<file path="src/rtl/dcs_pkg.sv">
package dcs_pkg;
  localparam int REG_W = 32;

  // status bit positions (decoded by software and by the interrupt logic)
  localparam int B_BERR  = 0;
  localparam int B_START = 1;
  localparam int B_END   = 2;
  localparam int B_STOP  = 3;
  localparam int B_RAS   = 4;
  localparam int B_EOR   = 9;
  localparam int B_CMP   = 10;
  // control / strobe positions
  localparam int B_MASKRUN = 22;
  localparam int B_RASEN   = 23;
  localparam int B_CMPCLR  = 24;
  localparam int B_CMPSET  = 25;
  localparam int B_EORSTOP = 26;
  localparam int B_EORJMP  = 27;
  localparam int B_EOREN   = 28;
  localparam int B_STOPEN  = 29;
  localparam int B_NOFETCH = 30;
  localparam int B_RUN     = 31;

  localparam logic [REG_W-1:0] RESET_WORD = REG_W'(1) << B_STOP;

  typedef struct packed {
    logic berr;
    logic start;
    logic fin;
    logic stop;
    logic ras;
    logic eor;
  } chan_ev_t;

  function automatic logic chan_irq(input logic [REG_W-1:0] s);
    return s[B_START] | s[B_END]
         | (s[B_STOP] & s[B_STOPEN])
         | (s[B_EOR]  & s[B_EOREN])
         | (s[B_RAS]  & s[B_RASEN]);
  endfunction
endpackage

</file>
<file path="src/rtl/dcs_chan_reg.sv">
module dcs_chan_reg
  import dcs_pkg::*;
(
  input  logic             clk,
  input  logic             rst,
  input  logic             wr_en,
  input  logic [REG_W-1:0] wdata,
  input  chan_ev_t         ev,
  output logic [REG_W-1:0] status_o,
  output logic             go_o,
  output logic             nofetch_o
);
  logic [REG_W-1:0] st_q, st_d;
  logic             unused_wbits;

  assign unused_wbits = ^{wdata[21:11], wdata[8:5]};

  always_comb begin
    st_d = st_q;
    if (wr_en) begin
      // plain control bits
      st_d[31:26]   = wdata[31:26];
      st_d[B_RASEN] = wdata[B_RASEN];
      // write-one-to-clear sticky flags
      st_d[B_BERR]  = st_q[B_BERR]  & ~wdata[B_BERR];
      st_d[B_START] = st_q[B_START] & ~wdata[B_START];
      st_d[B_END]   = st_q[B_END]   & ~wdata[B_END];
      st_d[B_EOR]   = st_q[B_EOR]   & ~wdata[B_EOR];
      // compare flag strobes, set has priority
      if (wdata[B_CMPCLR]) st_d[B_CMP] = 1'b0;
      if (wdata[B_CMPSET]) st_d[B_CMP] = 1'b1;
      // run / stop handling
      if (wdata[B_RUN]) begin
        st_d[B_STOP] = 1'b0;
        st_d[B_RAS]  = 1'b0;
      end else if (!wdata[B_MASKRUN]) begin
        st_d[B_STOP] = 1'b1;
      end
    end
    // events override any clear in the same cycle
    if (ev.berr)  st_d[B_BERR]  = 1'b1;
    if (ev.start) st_d[B_START] = 1'b1;
    if (ev.fin)   st_d[B_END]   = 1'b1;
    if (ev.stop)  st_d[B_STOP]  = 1'b1;
    if (ev.ras)   st_d[B_RAS]   = 1'b1;
    if (ev.eor)   st_d[B_EOR]   = 1'b1;
  end

  always_ff @(posedge clk) begin
    if (rst) st_q <= RESET_WORD;
    else     st_q <= st_d;
  end

  assign status_o  = st_q;
  assign go_o      = wr_en & wdata[B_RUN];
  assign nofetch_o = wdata[B_NOFETCH];


  start_w1c_chk: assert property (@(posedge clk) disable iff (rst)
    (wr_en && wdata[B_START] && !ev.start) |=> !status_o[B_START]);

  event_wins_chk: assert property (@(posedge clk) disable iff (rst)
    ev.start |=> status_o[B_START]);

  cmp_set_chk: assert property (@(posedge clk) disable iff (rst)
    (wr_en && wdata[B_CMPSET]) |=> status_o[B_CMP]);

  cmp_clr_chk: assert property (@(posedge clk) disable iff (rst)
    (wr_en && wdata[B_CMPCLR] && !wdata[B_CMPSET]) |=> !status_o[B_CMP]);

  strobe_zero_chk: assert property (@(posedge clk) disable iff (rst)
    status_o[B_CMPCLR] == 1'b0 && status_o[B_CMPSET] == 1'b0 && status_o[B_MASKRUN] == 1'b0);

  stop_on_halt_chk: assert property (@(posedge clk) disable iff (rst)
    (wr_en && !wdata[B_RUN] && !wdata[B_MASKRUN]) |=> status_o[B_STOP]);
endmodule

</file>
<file path="src/rtl/dcs_cmd_seq.sv">
module dcs_cmd_seq (
  input  logic clk,
  input  logic rst,
  input  logic go,
  input  logic nofetch,
  output logic fetch_o,
  output logic run_o
);
  logic fetch_q, run_q;

  always_ff @(posedge clk) begin
    if (rst) begin
      fetch_q <= 1'b0;
      run_q   <= 1'b0;
    end else begin
      fetch_q <= go & ~nofetch;
      run_q   <= (go & nofetch) | fetch_q;
    end
  end

  assign fetch_o = fetch_q;
  assign run_o   = run_q;


  fetch_then_run_chk: assert property (@(posedge clk) disable iff (rst)
    fetch_o |=> run_o);

  direct_run_chk: assert property (@(posedge clk) disable iff (rst)
    (go && nofetch) |=> (run_o && !fetch_o));
endmodule

</file>
<file path="src/rtl/dcs_irq_sum.sv">
module dcs_irq_sum #(
  parameter int NUM_CH = 4
) (
  input  logic              clk,
  input  logic              rst,
  input  logic [NUM_CH-1:0] chan_int,
  output logic [NUM_CH-1:0] sum_o,
  output logic              irq_o
);
  logic [NUM_CH-1:0] sum_q;
  logic              irq_q;

  always_ff @(posedge clk) begin
    if (rst) begin
      sum_q <= '0;
      irq_q <= 1'b0;
    end else begin
      sum_q <= chan_int;
      irq_q <= |chan_int;
    end
  end

  assign sum_o = sum_q;
  assign irq_o = irq_q;


  irq_has_source_chk: assert property (@(posedge clk) disable iff (rst)
    irq_o |-> (sum_o != '0));

  irq_rise_cause_chk: assert property (@(posedge clk) disable iff (rst)
    $rose(irq_o) |-> $past(|chan_int));
endmodule

</file>
<file path="src/rtl/dcs_ctrl.sv">
module dcs_ctrl
  import dcs_pkg::*;
#(
  parameter int NUM_CH = 4,
  parameter int AW     = $clog2(NUM_CH + 1)
) (
  input  logic              clk,
  input  logic              rst,
  input  logic              reg_wr_en,
  input  logic              reg_rd_en,
  input  logic [AW-1:0]     reg_addr,
  input  logic [REG_W-1:0]  reg_wdata,
  output logic [REG_W-1:0]  reg_rdata,
  input  logic [NUM_CH-1:0] ev_buserr,
  input  logic [NUM_CH-1:0] ev_start,
  input  logic [NUM_CH-1:0] ev_end,
  input  logic [NUM_CH-1:0] ev_stop,
  input  logic [NUM_CH-1:0] ev_ras,
  input  logic [NUM_CH-1:0] ev_eor,
  output logic [NUM_CH-1:0] fetch_o,
  output logic [NUM_CH-1:0] run_o,
  output logic              irq_o
);
  localparam logic [AW-1:0] SUM_ADDR = AW'(NUM_CH);

  logic [REG_W-1:0]  stat [NUM_CH];
  logic [NUM_CH-1:0] chan_int;
  logic [NUM_CH-1:0] sum;
  logic [REG_W-1:0]  rdata_q;

  for (genvar i = 0; i < NUM_CH; i++) begin : g_ch
    logic     sel, go, nofetch;
    chan_ev_t ev;

    assign sel = reg_wr_en && (reg_addr == AW'(i));
    assign ev  = '{berr: ev_buserr[i], start: ev_start[i], fin: ev_end[i],
                   stop: ev_stop[i], ras: ev_ras[i], eor: ev_eor[i]};

    dcs_chan_reg u_reg (
      .clk       (clk),
      .rst       (rst),
      .wr_en     (sel),
      .wdata     (reg_wdata),
      .ev        (ev),
      .status_o  (stat[i]),
      .go_o      (go),
      .nofetch_o (nofetch)
    );

    dcs_cmd_seq u_seq (
      .clk     (clk),
      .rst     (rst),
      .go      (go),
      .nofetch (nofetch),
      .fetch_o (fetch_o[i]),
      .run_o   (run_o[i])
    );

    assign chan_int[i] = chan_irq(stat[i]);
  end

  dcs_irq_sum #(.NUM_CH(NUM_CH)) u_sum (
    .clk      (clk),
    .rst      (rst),
    .chan_int (chan_int),
    .sum_o    (sum),
    .irq_o    (irq_o)
  );

  always_ff @(posedge clk) begin
    if (rst) begin
      rdata_q <= '0;
    end else if (reg_rd_en) begin
      rdata_q <= '0;
      for (int i = 0; i < NUM_CH; i++)
        if (reg_addr == AW'(i)) rdata_q <= stat[i];
      if (reg_addr == SUM_ADDR) rdata_q <= REG_W'(sum);
    end
  end

  assign reg_rdata = rdata_q;


  unmapped_zero_chk: assert property (@(posedge clk) disable iff (rst)
    (reg_rd_en && reg_addr > SUM_ADDR) |=> (reg_rdata == '0));

  sum_follows_chk: assert property (@(posedge clk) disable iff (rst)
    (reg_rd_en && reg_addr == SUM_ADDR) |=> (reg_rdata == REG_W'($past(sum))));
endmodule

</file>
<file path="config.mk">
export PLATFORM = sky130hd
export DESIGN_NAME = dcs_ctrl
export DESIGN_NICKNAME = d
export VERILOG_FILES = /design/src/rtl/dcs_pkg.sv /design/src/rtl/dcs_chan_reg.sv /design/src/rtl/dcs_cmd_seq.sv /design/src/rtl/dcs_irq_sum.sv /design/src/rtl/dcs_ctrl.sv
export SDC_FILE = /design/constraint.sdc
export NUM_CORES = 1
export LEC_CHECK = 0
export ABC_AREA = 1
export BUFFER_PORTS_ARGS = -buffer_cell sky130_fd_sc_hd__buf_2
export CORE_UTILIZATION = 34
export DETAILED_ROUTE_END_ITERATION = 16
export SKIP_LAST_GASP = 1
export SLEW_MARGIN = 10
export SYNTH_ARGS = -nofsm -noshare
export SYNTH_HDL_FRONTEND = slang
export SYNTH_SLANG_ARGS = --single-unit
</file>
<file path="constraint.sdc">
create_clock -name clk -period 1.82 [get_ports clk]
set_input_delay 0.091 -clock clk [delete_from_list [all_inputs] [get_ports clk]]
set_output_delay 0.091 -clock clk [all_outputs]
set_load 0.05 [all_outputs]
</file>
* After elaboration in Yosys (flattened, before gate mapping)
Index checks and enable logic that the tools add are counted.
** Word-level totals
- Register bits :: 101
- Output and inout port bits :: 41
** Operators by class
- Multiplexer cells :: 38
- Bitwise logic cells :: 65
- Reduce and logical (&&, ||, !) cells :: 47
- Eq/ne operators :: 5
** Operators by type and width (number)
- 32-bit two-way mux :: 5
- 2-bit nonzero test :: 25
- 1-bit AND :: 40
- 1-bit two-way mux :: 29
- 2-bit AND reduction :: 12
- 5-bit two-way mux :: 4
- 1-bit OR :: 20
- 2-bit OR reduction :: 4
- 3-bit by 2-bit == test with 1-bit output, second input constant :: 2
- 1-bit NOT :: 5
- 1-bit logical AND :: 4
- 4-bit OR reduction :: 1
- 3-bit by 1-bit == test with 1-bit output, second input constant :: 1
- 3-bit == test, second input constant :: 1
- 3-bit logical NOT :: 1
- 2-bit by 1-bit inequality test with 1-bit output, second input constant :: 1

* Logic depth before layout (Yosys ltp)
Gate-level depths: netlist of run 1.
- Depth after elaboration :: 6
- Mapped depth :: 9
- Depth with buffers taken out :: 8

* Modules after synthesis
Synthesis of run 1 repeated with hierarchy kept, for this count alone.
** Second synthesis, totals
- Cells, all modules :: 831
- Area total of the unflattened synthesis :: 5681.7 µm²
** By module, submodules not included
- dcs_chan_reg :: seq. area each 280.3 µm², cells each 89, times used 4, area each 684.4 µm²
- dcs_ctrl :: seq. area each 640.6 µm², cells each 427, times used 1, area each 2526.2 µm²
- dcs_cmd_seq :: seq. area each 40.0 µm², cells each 8, times used 4, area each 68.8 µm²
- dcs_irq_sum :: seq. area each 100.1 µm², cells each 16, times used 1, area each 142.6 µm²

* Worst setup path before layout of run 1
Ideal clock, no wire load.
- Kind :: in2reg
- Start :: in reg_addr[0]
- End :: reg g_ch[2].u_reg.st_q[0]
- Required time :: 1.688 ns
- Buffers on the path :: 2
- Path slack :: 0.702 ns
- Data arrival time :: 0.986 ns
- Cell stages on the path :: 8
- Path through :: buf_4 inv_4 nand3_4 nor2_4 inv_2 buf_6 o21ai_1 a21oi_1
** Between the ends
- Longest elaborated chain between the ends :: 3
** Ends and longest elaborated chain
- start, declared :: line dcs_ctrl.sv:11 : input logic [AW-1:0] reg_addr,
- 3-bit by 2-bit == test with 1-bit output :: line dcs_ctrl.sv:35 : assign sel = reg_wr_en && (reg_addr == AW'(i));
- 1-bit logical AND :: line dcs_ctrl.sv:35
- 2-bit nonzero test (no source line)
- end signal, assigned :: line dcs_chan_reg.sv:51 : else st_q <= st_d;
- end, declared :: line dcs_chan_reg.sv:13 : logic [REG_W-1:0] st_q, st_d;
Every way passes these cells.
A chain may end at the register's enable or synchronous reset.

==> impl_metrics.csv, run 1 <==
group,metric,value,unit
place,hpwl,7450,µm
die,fp.coreArea,10900,µm²
synthesis,ys_seq_elements,83,
hold_path,hold_depth,3,
critical_path,worstPathRequired,2.12,ns
timing,fmax,768,MHz
clock_network,root_buffer,"clkbuf_8",
place,place.gp.congestion,0.833,
final_layout,drive_gt1_share,19.4,%
grt,antenna_found_initial,0,
power,total_power,3860,µW
timing,slew_headroom,61.4,%
final_layout,finalNetCount,661,
grt,grt_pass1_wl,16400,µm
clock_network,cts_tree,"yes",
hold_path,min_to,"g_ch[0].u_reg.status_o[10]",
final_layout,syn_to_final_growth,19.0,%
critical_path,critPathBufInv,3,
timing,hold_viol_final,0,
detailed_routing,routed_wl,10200,µm
grt,track_usage,18.5,%
detailed_routing,via_count,3500,
synthesis,ys_seq_area_share,43.4,%
synthesis,synth_area_per_cell,7.34,µm²
critical_path,r2r-start,"g_ch[0].u_reg.status_o[2]",
detailed_routing,drtIter0Drc,215,
critical_path,crit_chain,"dlygate4sd3_1, buf_2, inv_1, o21ai_0, a21oi_1",
hold_path,worstHoldStart,"reg_wdata[25]",
synthesis,yosys_warnings,0,
run_status,status,"completed",
timing,rsz0062_at_grt,"false",
critical_path,cp-end-kind,"flip-flop",
timing,tightest_slew,0.578,ns
synthesis,synthesis.area,3820,µm²
clock_network,htree_num_levels,3,
critical_path,startpoint_type,"primary input",
timing,fin_setup_tns,0,ns
grt,grt_pass1_vias,3259,
clock_network,clock_sinks,83,
critical_path,rr_endpoint,"u_sum.irq_o",
critical_path,crit_family,"buffers and inverters",
final_layout,fill_cells,1148,
grt,grt_max_degree,35,
die,die_area,11700,µm²
hold_path,min_path_type,"in -> reg",
power,p_leak,0.00216,µW
timing,fin_crit_sh,71.5,%
final_layout,final_util,41.8,%
die,dieWidth,108,µm
synthesis,ys_types,25,
die,io_pins,104,
timing,fin_worst_skew,0.00446,ns
clock_network,post_cts_resized,0,
clock_network,cts_buffer_depth,2,
critical_path,cp_slowest_stage_delay,0.53,ns
synthesis,netlist_instances,521,
timing,drv_slew,0,
critical_path,path_class,"in -> reg",
critical_path,cp-startpoint,"rst",
detailed_routing,antenna_left,0,
critical_path,crit_slowest_cell,"dlygate4sd3_1",
detailed_routing,firstDrtPassIters,6,
detailed_routing,route.detailed.drc,0,
die,rows,38,
clock_network,clock_latency,0.36,ns
final_layout,antenna_cells,0,
power,max-vdd-ir-drop,276,µV
place,port-buffer-count,67,
power,powerDensity,848,nW/µm²
clock_network,cts_made_buffers,9,
critical_path,ff2ff_setup_slack,0.76,ns
critical_path,cp.arrival,1.60,ns
critical_path,r2r_cells,4,
timing,layout_min_cycle_time,1.30,ns
die,initial_utilization,35.1,%
job,drv_cap,0,
detailed_routing,via_per_inst,4.72,
detailed_routing,wl_per_cell,13.8,µm
die,die_h,108,µm
clock_network,path_clk_slew,0.08,ns
timing,setup_viol,0,
critical_path,crit_fanout,24,
grt,grt_overflow,0,
==> state kept, by name, summed over array words and instances, names as in the netlist <==
signal / count
g_ch.u_reg.status_o: 56
g_ch.u_seq.fetch_o: 4
g_ch.u_seq.run_o: 4
reg_rdata: 14
u_sum.irq_o: 1
u_sum.sum_o: 4
==> logic make-up (layout without fill, tap and decap cells) <==
kind of cell | Yosys count | in the layout | share of synthesized area [%]
flip-flops | 83 | 83 | 43.4
other | 1 | 18 | 0.0980
buffers and inverters | 101 | 165 | 13.9
AND/OR/NAND/NOR | 223 | 223 | 27.1
AO/OA/AOI/OAI | 113 | 113 | 15.5
==> stage by stage <==
stage          instance area (µm²)  worst slack, ns  std cells  hold slack, ns
6_report                      4550            0.519        742          0.0142
5_1_grt                       4550            0.404        742         0.00575
3_3_place_gp                  4120            0.355        703           0.276
2_1_floorplan                 3890            0.702        538           0.184
3_5_place_dp                  4120            0.327        703           0.284
4_1_cts                       4550            0.501        742         0.00506
==> power breakdown <==
group          switching [µW]  total [µW]  internal (µW)
registers                44.3        1940           1890
logic                     399         575            176
clock network             646        1350            701
total                    1090        3860           2770
==> tightest hold or removal path: stages <==
cell and delay (ns):
buf_2 0.13, nand2_1 0.06, a21oi_1 0.05
==> layer usage <==
metal | vias to the layer above | global-route usage (%) | part of all wire (%) | wire [µm]
li1 | 1789 | - | - | -
met4 | 0 | 6.95 | 1.6 | 165
met1 | 1580 | 24.9 | 46 | 4660
met5 | - | 0 | 0 | 0
met3 | 14 | 3.44 | 6.3 | 641
met2 | 117 | 29.4 | 46 | 4730
==> area by class of cell <==
class / instances / area, µm² / area share, %
Inverter: 52 / 198 / 4.34
Clock buffer: 13 / 159 / 3.49
Clock inverter: 2 / 35.0 / 0.770
Sequential cell: 83 / 1660 / 36.5
Multi-Input combinational cell: 354 / 1700 / 37.2
Timing Repair Buffer: 98 / 628 / 13.8
Tap cell: 140 / 175 / 3.85
==> cell usage in the layout, fill, tap and decap left out <==
cell type / instances
dfxtp_1: 83
nand4_1: 4
dlygate4sd3_1: 24
clkbuf_1: 2
inv_4: 1
nand3_4: 1
o21ai_0: 44
buf_4: 7
clkinv_2: 1
clkbuf_8: 11
or2_2: 6
nand3_2: 1
a21oi_1: 53
inv_1: 45
nor2_1: 83
a31oi_1: 4
conb_1: 18
bufinv_16: 1
o21ai_1: 6
nor2_4: 3
nand2_4: 3
inv_2: 6
nand3_1: 47
nor2_8: 3
buf_2: 67
o21ai_2: 6
nand2_1: 72
==> synth_stat cells, drive strengths merged <==
cell    count  area share [%]
a21oi      53             6.9
a31oi       4            0.65
buf        38             7.7
clkbuf     11             1.1
conb        1           0.098
dfxtp      83              43
inv        52             5.2
nand2      75             7.9
nand3      49             6.9
nand4       4            0.65
nor2       89              11
o21ai      56             7.9
or2         6            0.98
==> what timing repair did <==
item | in CTS | in global routing
hold endpoints to repair | 26 | 0
hold buffers | 24 | 0
setup buffers | 0 | 0
==> worst max path at each step <==
stage / cells after the start / slack, ns / to
floorplan: 8 / 0.70 / g_ch[2].u_reg.status_o[0]
global placement: 7 / 0.36 / g_ch[2].u_reg.status_o[2]
detailed placement: 7 / 0.33 / g_ch[2].u_reg.status_o[2]
CTS: 5 / 0.50 / g_ch[3].u_reg.status_o[23]
global route: 5 / 0.40 / g_ch[0].u_reg.status_o[27]
finish: 5 / 0.52 / g_ch[3].u_reg.status_o[23]
No activity file was read; power rests on OpenSTA's default activity.
==> run 2: changes to the inputs <==
- ABC_AREA: 1 -> 0
- clock period: 1.82 -> 1.3 ns (I/O delays scaled with it)
==> run 2 against run 1 <==
Register-to-register slack lost 0.70 ns. Routed wire length increased by 1.9%. Clock skew is 0.0049 ns higher. Setup slack got worse by 0.46 ns. Critical path type is now reg -> reg. Count of clock-buffer cells in the layout fell by 3. Critical endpoint is now u_sum.irq_o. Utilization grew 3.3 points. Via count shrank 4.0%. Area after synthesis decreased by 1.0%.
==> impl_metrics.csv, run 2 <==
group,metric,value,unit
synthesis,ys_types,39,
synthesis,ys_seq_elements,83,
clock_network,root_buffer,"clkbuf_8",
job,drv_cap,0,
synthesis,synth_ff_type,"dfxtp_1",
final_layout,finalNonFillerCells,684,
timing,hold_viol_final,0,
detailed_routing,antenna_left,0,
critical_path,crit_fanout,2,
final_layout,syn_to_final_growth,29.1,%
grt,antenna_found_initial,0,
detailed_routing,firstDrtPassIters,4,
synthesis,synth_area_per_cell,8.78,µm²
final_layout,largest_reg_flops,56,
synthesis,synth_common_cells,"dfxtp_1, nand2_1, a21oi_1, buf_4, inv_1",
timing,setup_viol,0,
critical_path,startpoint_type,"flip-flop",
synthesis,yosys_warnings,0,
grt,track_usage,19.3,%
final_layout,fill_cells,1106,
detailed_routing,drtIter0Drc,148,
synthesis,synthTopCellsByArea,"dfxtp_1, nand2_1, a21oi_1",
critical_path,r2r_cells,4,
clock_network,htree_num_levels,3,
clock_network,cts_setup_buffers,0,
die,die_h,108,µm
detailed_routing,via_per_inst,4.91,
place,port-buffer-count,67,
final_layout,seq_area,1660,µm²
power,p_leak,0.00210,µW
final_layout,drive_gt1_share,25.4,%
grt,grt_overflow,0,
detailed_routing,wl_per_cell,15.2,µm
timing,fin_crit_sh,95.6,%
die,dieWidth,108,µm
synthesis,yosysMostFrequentCell,"dfxtp_1",
synthesis,synth_edf_count,0,
detailed_routing,routed_wl,10400,µm
die,rows,38,
die,initial_utilization,34.9,%
timing,fmax,805,MHz
grt,grt_pass1_vias,3300,
power,powerDensity,1160,nW/µm²
synthesis,async_flop_share,0,%
grt,grt_pass1_wl,16900,µm
place,dp.cells,637,
synthesis,synth_top_area_share,43.9,%
final_layout,final_common_cell,"dfxtp_1",
clock_network,cts_tree,"yes",
clock_network,cts_made_buffers,9,
final_layout,final_cell_mix,"dfxtp_1, nand2_1, buf_2",
hold_path,hold_depth,4,
critical_path,worstPathRequired,1.55,ns
synthesis,synthesis.area,3790,µm²
power,max-vdd-ir-drop,463,µV
synthesis,yosysTopAreaCell,"dfxtp_1",
critical_path,cp.arrival,1.49,ns
run_status,status,"completed",
timing,drv_slew,0,
critical_path,path_class,"reg -> reg",
clock_network,clock_latency,0.37,ns
final_layout,multi_input_area,1730,µm²
final_layout,antenna_cells,0,
die,io_pins,104,
timing,fin_worst_skew,0.00937,ns
clock_network,clock_sinks,83,
synthesis,ys_seq_area_share,43.9,%
hold_path,min_path_type,"in -> reg",
place,place.gp.congestion,0.836,
clock_network,path_clk_slew,0.09,ns
detailed_routing,route.detailed.drc,0,
detailed_routing,via_count,3360,
grt,grt_max_degree,45,
critical_path,cp-end-kind,"flip-flop",
die,die_area,11600,µm²
timing,rsz0062_at_grt,"false",
final_layout,finalNetCount,602,
die,fp.coreArea,10800,µm²
power,total_power,5690,µW
clock_network,cts_buffer_depth,2,
place,hpwl,7270,µm
timing,layout_min_cycle_time,1.24,ns
synthesis,netlist_instances,431,
-- run 2: metal layers --
layer / wire [µm] / GRT usage [%]
met4: 172 / 8.22
met1: 4880 / 25.6
met5: 0 / 0
met2: 4690 / 30.4
met3: 652 / 3.69
-- run 2: kinds of logic (layout without fill, tap and decap cells) --
| family | Yosys count | after routing | synth area share [%] |
|---|---|---|---|
| flops | 83 | 83 | 43.9 |
| compound gates | 128 | 128 | 21.9 |
| simple gates | 119 | 119 | 16.3 |
| buf+inv | 83 | 179 | 12.8 |
| other cells | 1 | 18 | 0.0990 |
| mux | 17 | 17 | 5.06 |
-- run 2: through the flow --
step / TNS, ns / util [%] / instance area, µm² / hold WS (ns) / worst slack [ns]
finish: 0 / 45.1 / 4890 / 0.0463 / 0.0575
global route: 0 / 45.1 / 4890 / 0.0639 / 0.00379
CTS: 0 / 44.9 / 4870 / 0.0429 / 0.00271
detailed placement: -0.0450 / 39.9 / 4330 / 0.259 / -0.0450
global placement: 0 / 39.9 / 4330 / 0.268 / 0.00485
floorplan: 0 / - / 3850 / 0.159 / 0.0731
-- run 2: area by class of cell --
class | count | area share, %
tap | 140 | 3.58
sequential | 83 | 34.0
timing repair buffer | 137 | 20.5
multi-input combinational | 282 | 35.3
clock buffer | 10 | 2.82
inverter | 26 | 2.00
clock inverter | 6 | 1.82
-- run 2: timing repair --
action | in CTS | in global routing
hold endpoints to repair | 48 | 0
hold buffers | 31 | 0
resized for setup | 1 | 6
setup endpoints to repair | 2 | 4
-- run 2: path summary, 6_finish.rpt --
kind | start | to | slack [ns]
worst max-delay path | g_ch[3].u_reg.status_o[23] | u_sum.irq_o | 0.06
worst min register to register | g_ch[0].u_reg.status_o[26] | g_ch[0].u_reg.status_o[26] | 0.45
worst min-delay path | reg_wdata[24] | g_ch[0].u_reg.status_o[10] | 0.05
worst max register to register | g_ch[3].u_reg.status_o[23] | u_sum.irq_o | 0.06
-- run 2: worst max-delay path, stage by stage, from the launching register on --
cell and delay, ns:
dfxtp_1 0.33, a22o_1 0.22, a2111oi_1 0.27, buf_4 0.19, a41oi_1 0.11
-- run 2: power by group --
| part | switching (µW) | leakage, µW | internal (µW) |
|---|---|---|---|
| combinational | 531 | 0.00131 | 357 |
| clock | 969 | 0.000108 | 1130 |
| sequential | 59.3 | 0.000680 | 2640 |
==> run 3: changes to the inputs <==
- CORE_UTILIZATION: 34 -> 50
- PLACE_DENSITY: unset -> 0.77
==> run 3 against run 2 <==
Via count increased by 5.4%. Global-route usage increased by 7.8 points. Die area decreased by 31%. Non-clock buffer count unchanged. Critical path depth unchanged. Sequential share of layout area increased by 0.62 points. Utilization increased by 21 points. Sequential power about the same. Cell count decreased by 6.4%. Worst hold slack improved by 0.0015 ns. Clock skew about the same. Clock power decreased by 7%.
==> impl_metrics.csv, run 3 (synthesis results as in run 2) <==
group,metric,value,unit
run_status,status,"completed",
hold_path,min_path_type,"in -> reg",
final_layout,finalNetCount,602,
clock_network,clock_sinks,83,
critical_path,crit_fanout,3,
grt,track_usage,27.1,%
final_layout,antenna_cells,0,
critical_path,worstPathRequired,1.53,ns
grt,grt_pass1_vias,3218,
critical_path,crit_chain,"a22o_1, a2111oi_2, buf_4, a41oi_1",
die,rows,31,
hold_path,min_to,"g_ch[0].u_reg.status_o[30]",
final_layout,syn_to_final_growth,26.8,%
power,p_leak,0.00209,µW
clock_network,path_clk_slew,0.08,ns
place,dp_slack,-0.123,ns
power,powerDensity,1160,nW/µm²
die,fp.coreArea,7290,µm²
hold_path,hold_depth,3,
power,max-vdd-ir-drop,739,µV
detailed_routing,antenna_left,0,
final_layout,largest_reg_flops,56,
die,die_h,89.0,µm
final_layout,final_cell_mix,"dfxtp_1, nand2_1, buf_2",
critical_path,cp-startpoint,"g_ch[2].u_reg.status_o[3]",
final_layout,final_common_cell,"dfxtp_1",
die,die_area,7920,µm²
detailed_routing,via_per_inst,5.53,
clock_network,htree_num_levels,3,
place,place.gp.congestion,0.885,
final_layout,drive_gt1_share,25.3,%
critical_path,rr_endpoint,"u_sum.irq_o",
timing,rsz0062_at_grt,"true",
critical_path,ff2ff_setup_slack,0.03,ns
grt,grt_pass1_wl,15900,µm
critical_path,r2r-start,"g_ch[2].u_reg.status_o[3]",
timing,hold_viol_final,0,
detailed_routing,routed_wl,10200,µm
die,initial_utilization,51.9,%
detailed_routing,route.detailed.drc,0,
grt,antenna_found_initial,0,
critical_path,r2r_cells,4,
timing,worst_slack,0.0326,ns
place,hpwl,6780,µm
timing,layout_min_cycle_time,1.27,ns
critical_path,cp-end-kind,"flip-flop",
detailed_routing,firstDrtPassIters,5,
critical_path,cp.arrival,1.49,ns
clock_network,cts_made_buffers,9,
timing,drv_slew,0,
die,io_pins,104,
critical_path,path_class,"reg -> reg",
clock_network,cts_buffer_depth,2,
die,dieWidth,89.0,µm
detailed_routing,wl_per_cell,16.0,µm
timing,fin_worst_skew,0.00915,ns
clock_network,cts_setup_buffers,0,
timing,setup_viol,0,
timing,fin_crit_sh,97.5,%
detailed_routing,drtIter0Drc,247,
critical_path,crit_family,"compound AO/OA/AOI/OAI gates",
critical_path,cp_slowest_stage_delay,0.34,ns
clock_network,root_buffer,"clkbuf_8",
critical_path,startpoint_type,"flip-flop",
grt,grt_max_degree,30,
job,drv_cap,0,
critical_path,critPathBufInv,1,
timing,fmax,789,MHz
timing,worst_hold_slack,0.0478,ns
place,port-buffer-count,67,
critical_path,crit_slowest_cell,"dfxtp_1",
clock_network,clock_latency,0.36,ns
hold_path,worstHoldStart,"reg_wdata[30]",
clock_network,cts_tree,"yes",
grt,grt_overflow,0,
detailed_routing,via_count,3540,
run 3: cell types whose count changed in the layout (fill, tap and decap cells not counted):
| cell | before | now |
|---|---|---|
| buf_4 | 34 | 36 |
| or4b_4 | 1 | 2 |
| or4b_1 | 4 | 3 |
| clkinv_4 | 1 | 0 |
| dlygate4sd3_1 | 31 | 30 |
| buf_12 | 5 | 4 |
| a2111oi_0 | 0 | 1 |
| clkinvlp_4 | 2 | 0 |
| a2111oi_1 | 1 | 0 |
run 3: worst max path at each step:
stage                                end  slack, ns  cells past startpoint
2_1_floorplan  g_ch[0].u_reg.status_o[4]       0.07                      6
3_3_place_gp                 u_sum.irq_o      -0.07                      4
3_5_place_dp                 u_sum.irq_o      -0.12                      4
4_1_cts                      u_sum.irq_o      0.008                      4
5_1_grt                      u_sum.irq_o      -0.02                      4
6_report                     u_sum.irq_o       0.03                      4
run 3: layout make-up:
class	instances	area, µm²
fill	603	2490
multi-input combinational	282	1730
sequential	83	1660
timing repair buffer	137	986
clock buffer	10	138
tap	99	124
inverter	26	97.6
clock inverter	3	65.1
run 3: worst min-delay path: cells and delay by family:
kind            cells  cell delay [ns]
compound gates      1             0.05
simple gates        1             0.07
buf+inv             1             0.16
run 3: repair_timing:
item                                    in CTS  in global routing
resized for setup                            2                  5
hold buffers                                30                  0
hold endpoints to repair                    47                  0
pin swaps                                    0                  0
endpoints found under the setup margin       2                  4
run 3: per-stage QoR:
step / setup TNS, ns / power (µW) / utilization [%] / cell area [µm²] / instances
detailed placement: -0.201 / 3550 / 58.6 / 4270 / 597
floorplan: 0 / 3320 / - / 3850 / 448
global placement: -0.0907 / 3540 / 58.6 / 4270 / 597
global route: -0.0158 / 5770 / 65.8 / 4800 / 640
finish: 0 / 5560 / 65.8 / 4800 / 640
CTS: 0 / 5560 / 65.6 / 4780 / 640
run 3: per-layer routing:
metal,vias to the layer above,wire length (µm),GRT usage [%]
li1,1666,-,-
met1,1674,4440,36.3
met2,171,4770,42.7
met3,29,775,5.82
met4,0,243,10.8
met5,-,0,0
run 3: power breakdown:
part           total, µW  leakage [µW]  internal [µW]  switching [µW]
logic                895       0.00130            359             536
clock network       1960      0.000104           1100             861
registers           2710      0.000680           2640            67.4
